### src/rtl/sp_bank_pkg.sv
package sp_bank_pkg;
  localparam int BANK_IW   = 2;
  localparam int BANK_NUM  = 3;
  localparam int SR_S_BIT  = 13;
  localparam int SR_M_BIT  = 12;

  localparam logic [BANK_IW-1:0] BANK_MSP = 2'd0;
  localparam logic [BANK_IW-1:0] BANK_USP = 2'd1;
  localparam logic [BANK_IW-1:0] BANK_ISP = 2'd2;

  // Slot choice from the mode bits for either family rule.
  function automatic logic [BANK_IW-1:0] pick_bank(input logic full,
                                                   input logic s_bit,
                                                   input logic m_bit,
                                                   input logic eusp);
    logic [BANK_IW-1:0] r;
    if (full) begin
      if (!s_bit)     r = BANK_USP;
      else if (m_bit) r = BANK_MSP;
      else            r = BANK_ISP;
    end else begin
      r = (s_bit && eusp) ? BANK_MSP : BANK_USP;
    end
    return r;
  endfunction
endpackage

### src/rtl/sp_ctrl_regs.sv
module sp_ctrl_regs #(
  parameter int SR_W     = 16,
  parameter int CR_W     = 32,
  parameter int EUSP_BIT = 31,
  parameter logic [SR_W-1:0] RESET_SR = '0
) (
  input  logic            clk,
  input  logic            rst,
  input  logic            sr_we,
  input  logic [SR_W-1:0] sr_wd,
  input  logic            cr_we,
  input  logic [CR_W-1:0] cr_wd,
  output logic            s_next,
  output logic            m_next,
  output logic            eusp_next,
  output logic [SR_W-1:0] sr_q,
  output logic [CR_W-1:0] cr_q
);
  import sp_bank_pkg::*;

  logic [SR_W-1:0] sr_d;
  logic [CR_W-1:0] cr_d;

  // Next values, reset values while reset is held.
  always_comb begin
    if (rst) begin
      sr_d = RESET_SR;
      cr_d = '0;
    end else begin
      sr_d = sr_we ? sr_wd : sr_q;
      cr_d = cr_we ? cr_wd : cr_q;
    end
  end

  assign s_next    = sr_d[SR_S_BIT];
  assign m_next    = sr_d[SR_M_BIT];
  assign eusp_next = cr_d[EUSP_BIT];

  always_ff @(posedge clk) begin
    sr_q <= sr_d;
    cr_q <= cr_d;
  end
endmodule

### src/rtl/sp_mode_decode.sv
module sp_mode_decode (
  input  logic       full_family,
  input  logic       s_next,
  input  logic       m_next,
  input  logic       eusp_next,
  output logic [1:0] bank_next
);
  import sp_bank_pkg::*;

  assign bank_next = pick_bank(full_family, s_next, m_next, eusp_next);
endmodule

### src/rtl/sp_slot_file.sv
module sp_slot_file #(
  parameter int DW    = 32,
  parameter int NSLOT = 3,
  parameter int IW    = 2
) (
  input  logic          clk,
  input  logic          rst,
  input  logic          save_en,
  input  logic [IW-1:0] save_idx,
  input  logic [DW-1:0] save_data,
  input  logic          bw_en,
  input  logic [IW-1:0] bw_idx,
  input  logic [DW-1:0] bw_data,
  input  logic [IW-1:0] rd_idx,
  output logic [DW-1:0] rd_data
);
  logic [DW-1:0] slot_q [NSLOT];

  // Direct bank writes win over the save of the departing A7.
  always_ff @(posedge clk) begin
    for (int i = 0; i < NSLOT; i++) begin
      if (rst)
        slot_q[i] <= '0;
      else if (bw_en && bw_idx == IW'(i))
        slot_q[i] <= bw_data;
      else if (save_en && save_idx == IW'(i))
        slot_q[i] <= save_data;
    end
  end

  always_comb begin
    rd_data = '0;
    for (int i = 0; i < NSLOT; i++)
      if (rd_idx == IW'(i)) rd_data = slot_q[i];
  end
endmodule

### src/rtl/sp_bank_sel.sv
module sp_bank_sel #(
  parameter int DATA_W   = 32,
  parameter int SR_W     = 16,
  parameter int CR_W     = 32,
  parameter int EUSP_BIT = 31,
  parameter bit SYS_MODE = 1'b1
) (
  input  logic              clk,
  input  logic              rst,
  input  logic              full_family,
  input  logic              sr_wr_en,
  input  logic [SR_W-1:0]   sr_wr_data,
  input  logic              cacr_wr_en,
  input  logic [CR_W-1:0]   cacr_wr_data,
  input  logic              a7_wr_en,
  input  logic [DATA_W-1:0] a7_wr_data,
  input  logic              bank_wr_en,
  input  logic [1:0]        bank_wr_sel,
  input  logic [DATA_W-1:0] bank_wr_data,
  output logic [DATA_W-1:0] a7_rd_data,
  output logic [1:0]        active_bank,
  output logic [SR_W-1:0]   sr_q,
  output logic [CR_W-1:0]   cacr_q
);
  import sp_bank_pkg::*;

  localparam logic [SR_W-1:0] RESET_SR = SYS_MODE ? SR_W'(16'h2700) : '0;

  logic              s_next, m_next, eusp_next;
  logic [1:0]        bank_next;
  logic [1:0]        bank_q;
  logic [DATA_W-1:0] a7_q;
  logic [DATA_W-1:0] live_val;
  logic [DATA_W-1:0] load_val;
  logic [DATA_W-1:0] slot_rd;
  logic              switching;

  sp_ctrl_regs #(
    .SR_W(SR_W), .CR_W(CR_W), .EUSP_BIT(EUSP_BIT), .RESET_SR(RESET_SR)
  ) u_regs (
    .clk(clk), .rst(rst),
    .sr_we(sr_wr_en), .sr_wd(sr_wr_data),
    .cr_we(cacr_wr_en), .cr_wd(cacr_wr_data),
    .s_next(s_next), .m_next(m_next), .eusp_next(eusp_next),
    .sr_q(sr_q), .cr_q(cacr_q)
  );

  sp_mode_decode u_dec (
    .full_family(full_family), .s_next(s_next), .m_next(m_next),
    .eusp_next(eusp_next), .bank_next(bank_next)
  );

  assign switching = !rst && (bank_next != bank_q);

  // Live value of this cycle: A7 write, overridden by a bank write to the active slot.
  always_comb begin
    live_val = a7_wr_en ? a7_wr_data : a7_q;
    if (bank_wr_en && bank_wr_sel == bank_q) live_val = bank_wr_data;
  end

  // Value for A7 after a switch: a same-cycle bank write to the new slot bypasses the file.
  assign load_val = (bank_wr_en && bank_wr_sel == bank_next) ? bank_wr_data : slot_rd;

  sp_slot_file #(.DW(DATA_W), .NSLOT(BANK_NUM), .IW(BANK_IW)) u_slots (
    .clk(clk), .rst(rst),
    .save_en(switching), .save_idx(bank_q), .save_data(live_val),
    .bw_en(bank_wr_en && !rst), .bw_idx(bank_wr_sel), .bw_data(bank_wr_data),
    .rd_idx(bank_next), .rd_data(slot_rd)
  );

  always_ff @(posedge clk) begin
    if (rst) begin
      a7_q   <= '0;
      bank_q <= bank_next;
    end else begin
      a7_q   <= switching ? load_val : live_val;
      bank_q <= bank_next;
    end
  end

  assign a7_rd_data  = a7_q;
  assign active_bank = bank_q;
endmodule

### config.mk
export PLATFORM = sky130hd
export DESIGN_NAME = sp_bank_sel
export DESIGN_NICKNAME = d
export VERILOG_FILES = /design/src/rtl/sp_bank_pkg.sv /design/src/rtl/sp_ctrl_regs.sv /design/src/rtl/sp_mode_decode.sv /design/src/rtl/sp_slot_file.sv /design/src/rtl/sp_bank_sel.sv
export SDC_FILE = /design/constraint.sdc
export NUM_CORES = 1
export LEC_CHECK = 0
export ABC_AREA = 0
export BUFFER_PORTS_ARGS = -buffer_cell sky130_fd_sc_hd__buf_2
export CAP_MARGIN = 25
export CORE_UTILIZATION = 58
export CTS_BUF_LIST = sky130_fd_sc_hd__clkbuf_8 sky130_fd_sc_hd__clkbuf_16
export DETAILED_ROUTE_END_ITERATION = 8
export PLACE_DENSITY_LB_ADDON = 0.15
export SLEW_MARGIN = 20
export SYNTH_ARGS = -nofsm -noshare
export SYNTH_HDL_FRONTEND = slang
export SYNTH_SLANG_ARGS = --single-unit
export TNS_END_PERCENT = 20
### constraint.sdc
create_clock -name clk -period 4.73 [get_ports clk]
set_input_delay 0 -clock clk [delete_from_list [all_inputs] [get_ports clk]]
set_output_delay 0 -clock clk [all_outputs]
set_load 0.1 [all_outputs]
# [Word-level counts from Yosys, hierarchy flattened]
# Memories as Yosys holds them, arrays and structs flattened.
# Index checks and enable logic that the tools add are counted.
[word_totals] regBits=82 ram_bits=96 in_bits=121 out_inout_bits=82 elab_cells=81 n_memories=1
[mem_list] memory="u_slots.slot_q" words=3 width=32 rd=3 rd_clocked_by_memory_dff=0 wr=3 line_no="sp_slot_file.sv:17" text="logic [DW-1:0] slot_q [NSLOT];"
[classes] eq_ne=9 muxes=44 bitwise_logic=6 n_reduce_logical=15
[ops] op="$mux 32" n=15
[ops] op="$mux 14" n=2
[ops] op="$mux 1" n=24
[ops] op="$logic_and 1x1->1" n=11
[ops] op="$eq 2x1->1 const B" n=3
[ops] op="$eq 2x2->1 const B" n=3
[ops] op="$logic_not 2->1" n=3
[ops] op="$mux 2" n=3
[ops] op="$or 1x1->1" n=6
[ops] op="$eq 2x2->1" n=2
[ops] op="$ne 2x2->1" n=1
[ops] op="$logic_not 1->1" n=1

# [Depth between registers and ports, before layout]
[depth] depth_word=13 mapped_depth=11 mapped_depth_nobuf=8

# [Cells and area by module]
# Synthesis repeated with hierarchy kept, for this count alone.
[unflattened] hier_cells=753 hier_area_um2=8999.9
[modules_own_cells] mod="sp_slot_file" instances=1 cells_per_inst=338 area_each_um2=4754.6 seq_area_each_um2=2882.8
[modules_own_cells] mod="sp_bank_sel" instances=1 cells_per_inst=258 area_each_um2=2476.1 seq_area_each_um2=680.7
[modules_own_cells] mod="sp_ctrl_regs" instances=1 cells_per_inst=155 area_each_um2=1755.4 seq_area_each_um2=960.9
[modules_own_cells] mod="sp_mode_decode" instances=1 cells_per_inst=2 area_each_um2=13.8 seq_area_each_um2=0.0

# [Worst setup path before layout]
# Ideal clock, no wire load.
[synth_timing] path_type="register to register" from="register u_regs.sr_q[12]" to="memory u_slots.slot_q[2][0], enable pin" setup_ps=389 arrival_time_ps=2749 required_ps=4341 path_slack_ps=1592 path_stages_with_launch=8 path_buffers=2 period_less_slack_ps=3138 path_cell_list="dfxtp_1 > mux2i_4 > o21ai_1 > nand2b_1 > buf_2 > o2111ai_1 > clkbuf_1 > nand2_1"
[synth_lines] element="from (decl)" line_no="sp_ctrl_regs.sv:16" text="output logic [SR_W-1:0] sr_q,"
[synth_lines] element="from (signal assigned)" line_no="sp_ctrl_regs.sv:40" text="sr_q <= sr_d;"
[synth_lines] element="to (decl)" line_no="sp_slot_file.sv:17"

# [Final worst setup path]
[layout_timing] from="register u_regs.cr_q[31]" to="register a7_q[0] (netlist: a7_rd_data[0])"
[layout_via] elab_chain_len=11
[layout_rtl] element="from (decl)" line_no="sp_ctrl_regs.sv:17" text="output logic [CR_W-1:0] cr_q"
[layout_rtl] element="from (signal assigned)" line_no="sp_ctrl_regs.sv:41" text="cr_q <= cr_d;"
[layout_rtl] element="$mux 32 (*)" line_no="sp_ctrl_regs.sv:31" text="cr_d = cr_we ? cr_wd : cr_q;"
[layout_rtl] element="$mux 32 (*)" line_no="sp_ctrl_regs.sv:26" text="if (rst) begin"
[layout_rtl] element="via eusp_next" line_no="sp_bank_sel.sv:29" text="logic s_next, m_next, eusp_next;"
[layout_rtl] element="$logic_and 1x1->1 (*)" line_no="sp_bank_pkg.sv:22" text="r = (s_bit && eusp) ? BANK_MSP : BANK_USP;"
[layout_rtl] element="$mux 1 (*)" line_no="sp_bank_pkg.sv:22"
[layout_rtl] element="$mux 2 (*)" line_no="sp_bank_pkg.sv:17" text="if (full) begin"
[layout_rtl] element="$logic_not 2->1" line_no="sp_slot_file.sv:34" text="if (rd_idx == IW'(i)) rd_data = slot_q[i];"
[layout_rtl] element="$mux 32 (3 in a row)" line_no="sp_slot_file.sv:34"
[layout_rtl] element="$mux 32" line_no="sp_bank_sel.sv:62" text="assign load_val = (bank_wr_en && bank_wr_sel == bank_next) ? bank_wr_data : slot_rd;"
[layout_rtl] element="$mux 32 (*)" line_no="sp_bank_sel.sv:76" text="a7_q <= switching ? load_val : live_val;"
[layout_rtl] element="to (signal assigned)" line_no="sp_bank_sel.sv:76"
[layout_rtl] element="to (decl)" line_no="sp_bank_sel.sv:32" text="logic [DATA_W-1:0] a7_q;"
# The timed path passes the listed nets; every way through them passes the cells marked *.
# A chain may end at the register's enable or synchronous reset.

==> impl_metrics.ini <==
[layout]
utilization_pct = 77.9
final_nets = 1168
area_growth_pct = 29.6
drive_gt1_share_pct = 28.1
stdcell_count = 1241
fillers = 884

[cts]
insertion_delay_ns = 0.42
cts_tree = built
htree_levels = 4
root_buffer = clkbuf_16
clock-sinks = 178
clk_pin_slew_ns = 0.06
ctsResizeCount = 0
post_cts_buffers = 0
postCtsHoldBufs = 79
clock_path_buffers = 2
cts_buffers = 17

[setup_path]
crit_type = reg2reg
cp-end-kind = flip-flop
worst_ep_required_time_ns = 5.05
worstPathArrival_ns = 3.29
startpoint_type = flip-flop
crit_fanout = 37

[timing]
slew_headroom_pct = 32.0
skew_ns = 0.00885
slew_violations = 0
period_share_pct = 62.7
tns_ns = 0
max_freq_mhz = 337
fin_crit_ns = 2.97
rsz0062_at_grt = false
fin_ws_ns = 1.76
setup_viol = 0
finalHoldViolations = 0
worst_pin_slew_ns = 1.02

[placement]
place_congestion = 0.810
port_buffers = 202
pre_cts_slack_ns = 1.56
dpl.cell_count = 1126
hpwl_mm = 13.9

[run]
maxCapViolCount = 0

[yosys]
yosys_most_used_dff = edfxtp_1
synth_cell_types = 41
syn-num-nets = 919
seq_area_frac_synth_pct = 53.6
synthCells = 798
syn_area_um2 = 8440
synthArstFlopShare_pct = 0
synth_area_leaders = edfxtp_1, dfxtp_1, mux2i_1
synth.most_common_cell = nand2_1
synth_edf_count = 96
ys_ff_latch = 178
yosys.area.top_type_share_pct = 34.2
yosys_warnings = 0
yosys.area.top_type = edfxtp_1
synth_commonest_cells = nand2_1, o21ai_0, edfxtp_1
synth_area_per_cell_um2 = 10.6

[global_route]
grt_first_pass_wirelength_mm = 37.6
antenna_found_initial = 0
grt-ovfl-total = 0
grt_max_degree = 51
first_global_vias = 7555
track_usage_pct = 33.0

[drt]
post_drt_wl_per_cell_um = 19.8
drc = 0
drt_pre_antenna_iters = 6
vias = 7431
ant_nets = 0
drt-vias-per-instance = 5.99
drtIter0Drc = 762
routed_wl_mm = 24.6

[die]
core_area_um2 = 14000
die_y_um = 123
initial_core_util_pct = 60.1
rows = 43
die-area_um2 = 15000
ios = 203
fp.dieW_um = 123

[outcome]
status = finished clean

[pwr]
power_per_cell_area_nw_per_um2 = 414
ir_drop_v = 0.000273
leakagePower_nw = 4.65

[worst_hold_path]
min_path_type = in2reg
-- path summary, 6_finish.rpt --
check	from	endpoint	slack (ns)	depth (start not counted)
setup reg to reg	u_regs.cr_q[31]	a7_rd_data[0]	1.76	6
setup / recovery	u_regs.cr_q[31]	a7_rd_data[0]	1.76	6
hold / removal	cacr_wr_data[31]	u_regs.cr_q[31]	0.04	3
hold reg to reg	u_regs.cr_q[22]	u_regs.cr_q[22]	0.50	2
-- critical path, stage by stage (launching register included) --
cell      delay, ns
dfxtp_1        0.33
mux2i_1        0.09
nor2_1         0.24
o21a_2         0.82
o32a_2         0.83
o211ai_1       0.23
a221oi_1       0.31
-- report_power, final --
part	internal, mW	total (mW)	leakage, nW	switching (mW)
logic	0.322	1.24	2.63	0.923
clock network	0.852	1.43	0.319	0.583
registers	1.79	1.85	1.70	0.0630
total	2.96	4.53	4.65	1.57
-- cell type report --
type                            instances  area (um2)  area share, %
Tap cell                              180         225           2.06
Sequential cell                       178        4520           41.4
Clock buffer                           25         581           5.31
Antenna cell                            1        2.50         0.0229
Clock inverter                          7        36.3          0.332
Multi-Input combinational cell        548        3590           32.8
Timing Repair Buffer                  298        1960           17.9
Inverter                                4        17.5          0.160
-- flip-flops by register name, summed over array words and instances (netlist names) --
register	flops
a7_rd_data	32
u_slots.slot_q	96
u_regs.sr_q	16
u_regs.cr_q	32
active_bank	2
-- per-stage QoR --
stage / cell area [um2] / total power, mW / hold slack, ns
2_1_floorplan: 8440 / 2.80 / 0.108
3_3_place_gp: 9470 / 3.01 / 0.206
3_5_place_dp: 9470 / 3.05 / 0.210
4_1_cts: 10900 / 4.51 / 0.0192
5_1_grt: 10900 / 4.67 / 0.0514
6_report: 10900 / 4.53 / 0.0434
-- cells by family after synthesis --
family	after synthesis	share of synthesized area, %
compound gates	269	22.9
simple gates	199	9.59
flops	178	53.6
mux	78	9.47
buf+inv	72	4.23
xor+xnor	2	0.208
-- layout by cell type (no fill, tap or decap), drive strengths merged, types with 9 or more instances in the layout --
cell / count
buf: 219
nand2: 134
o21ai: 129
edfxtp: 96
dfxtp: 82
dlygate4sd3: 79
mux2i: 76
nor2: 50
o211ai: 33
a21oi: 32
o22a: 32
a221oi: 32
clkbuf: 25
inv: 9
-- per-layer routing --
layer / GRT usage, % / vias up / part of all wire [%]
met5: 0 / - / 0
met1: 40.2 / 3553 / 39
met2: 57.5 / 383 / 51
met4: 9.83 / 0 / 1.2
met3: 7.85 / 32 / 8.9
li1: - / 3463 / -
Note: power is estimated with default switching activity, not from simulation.
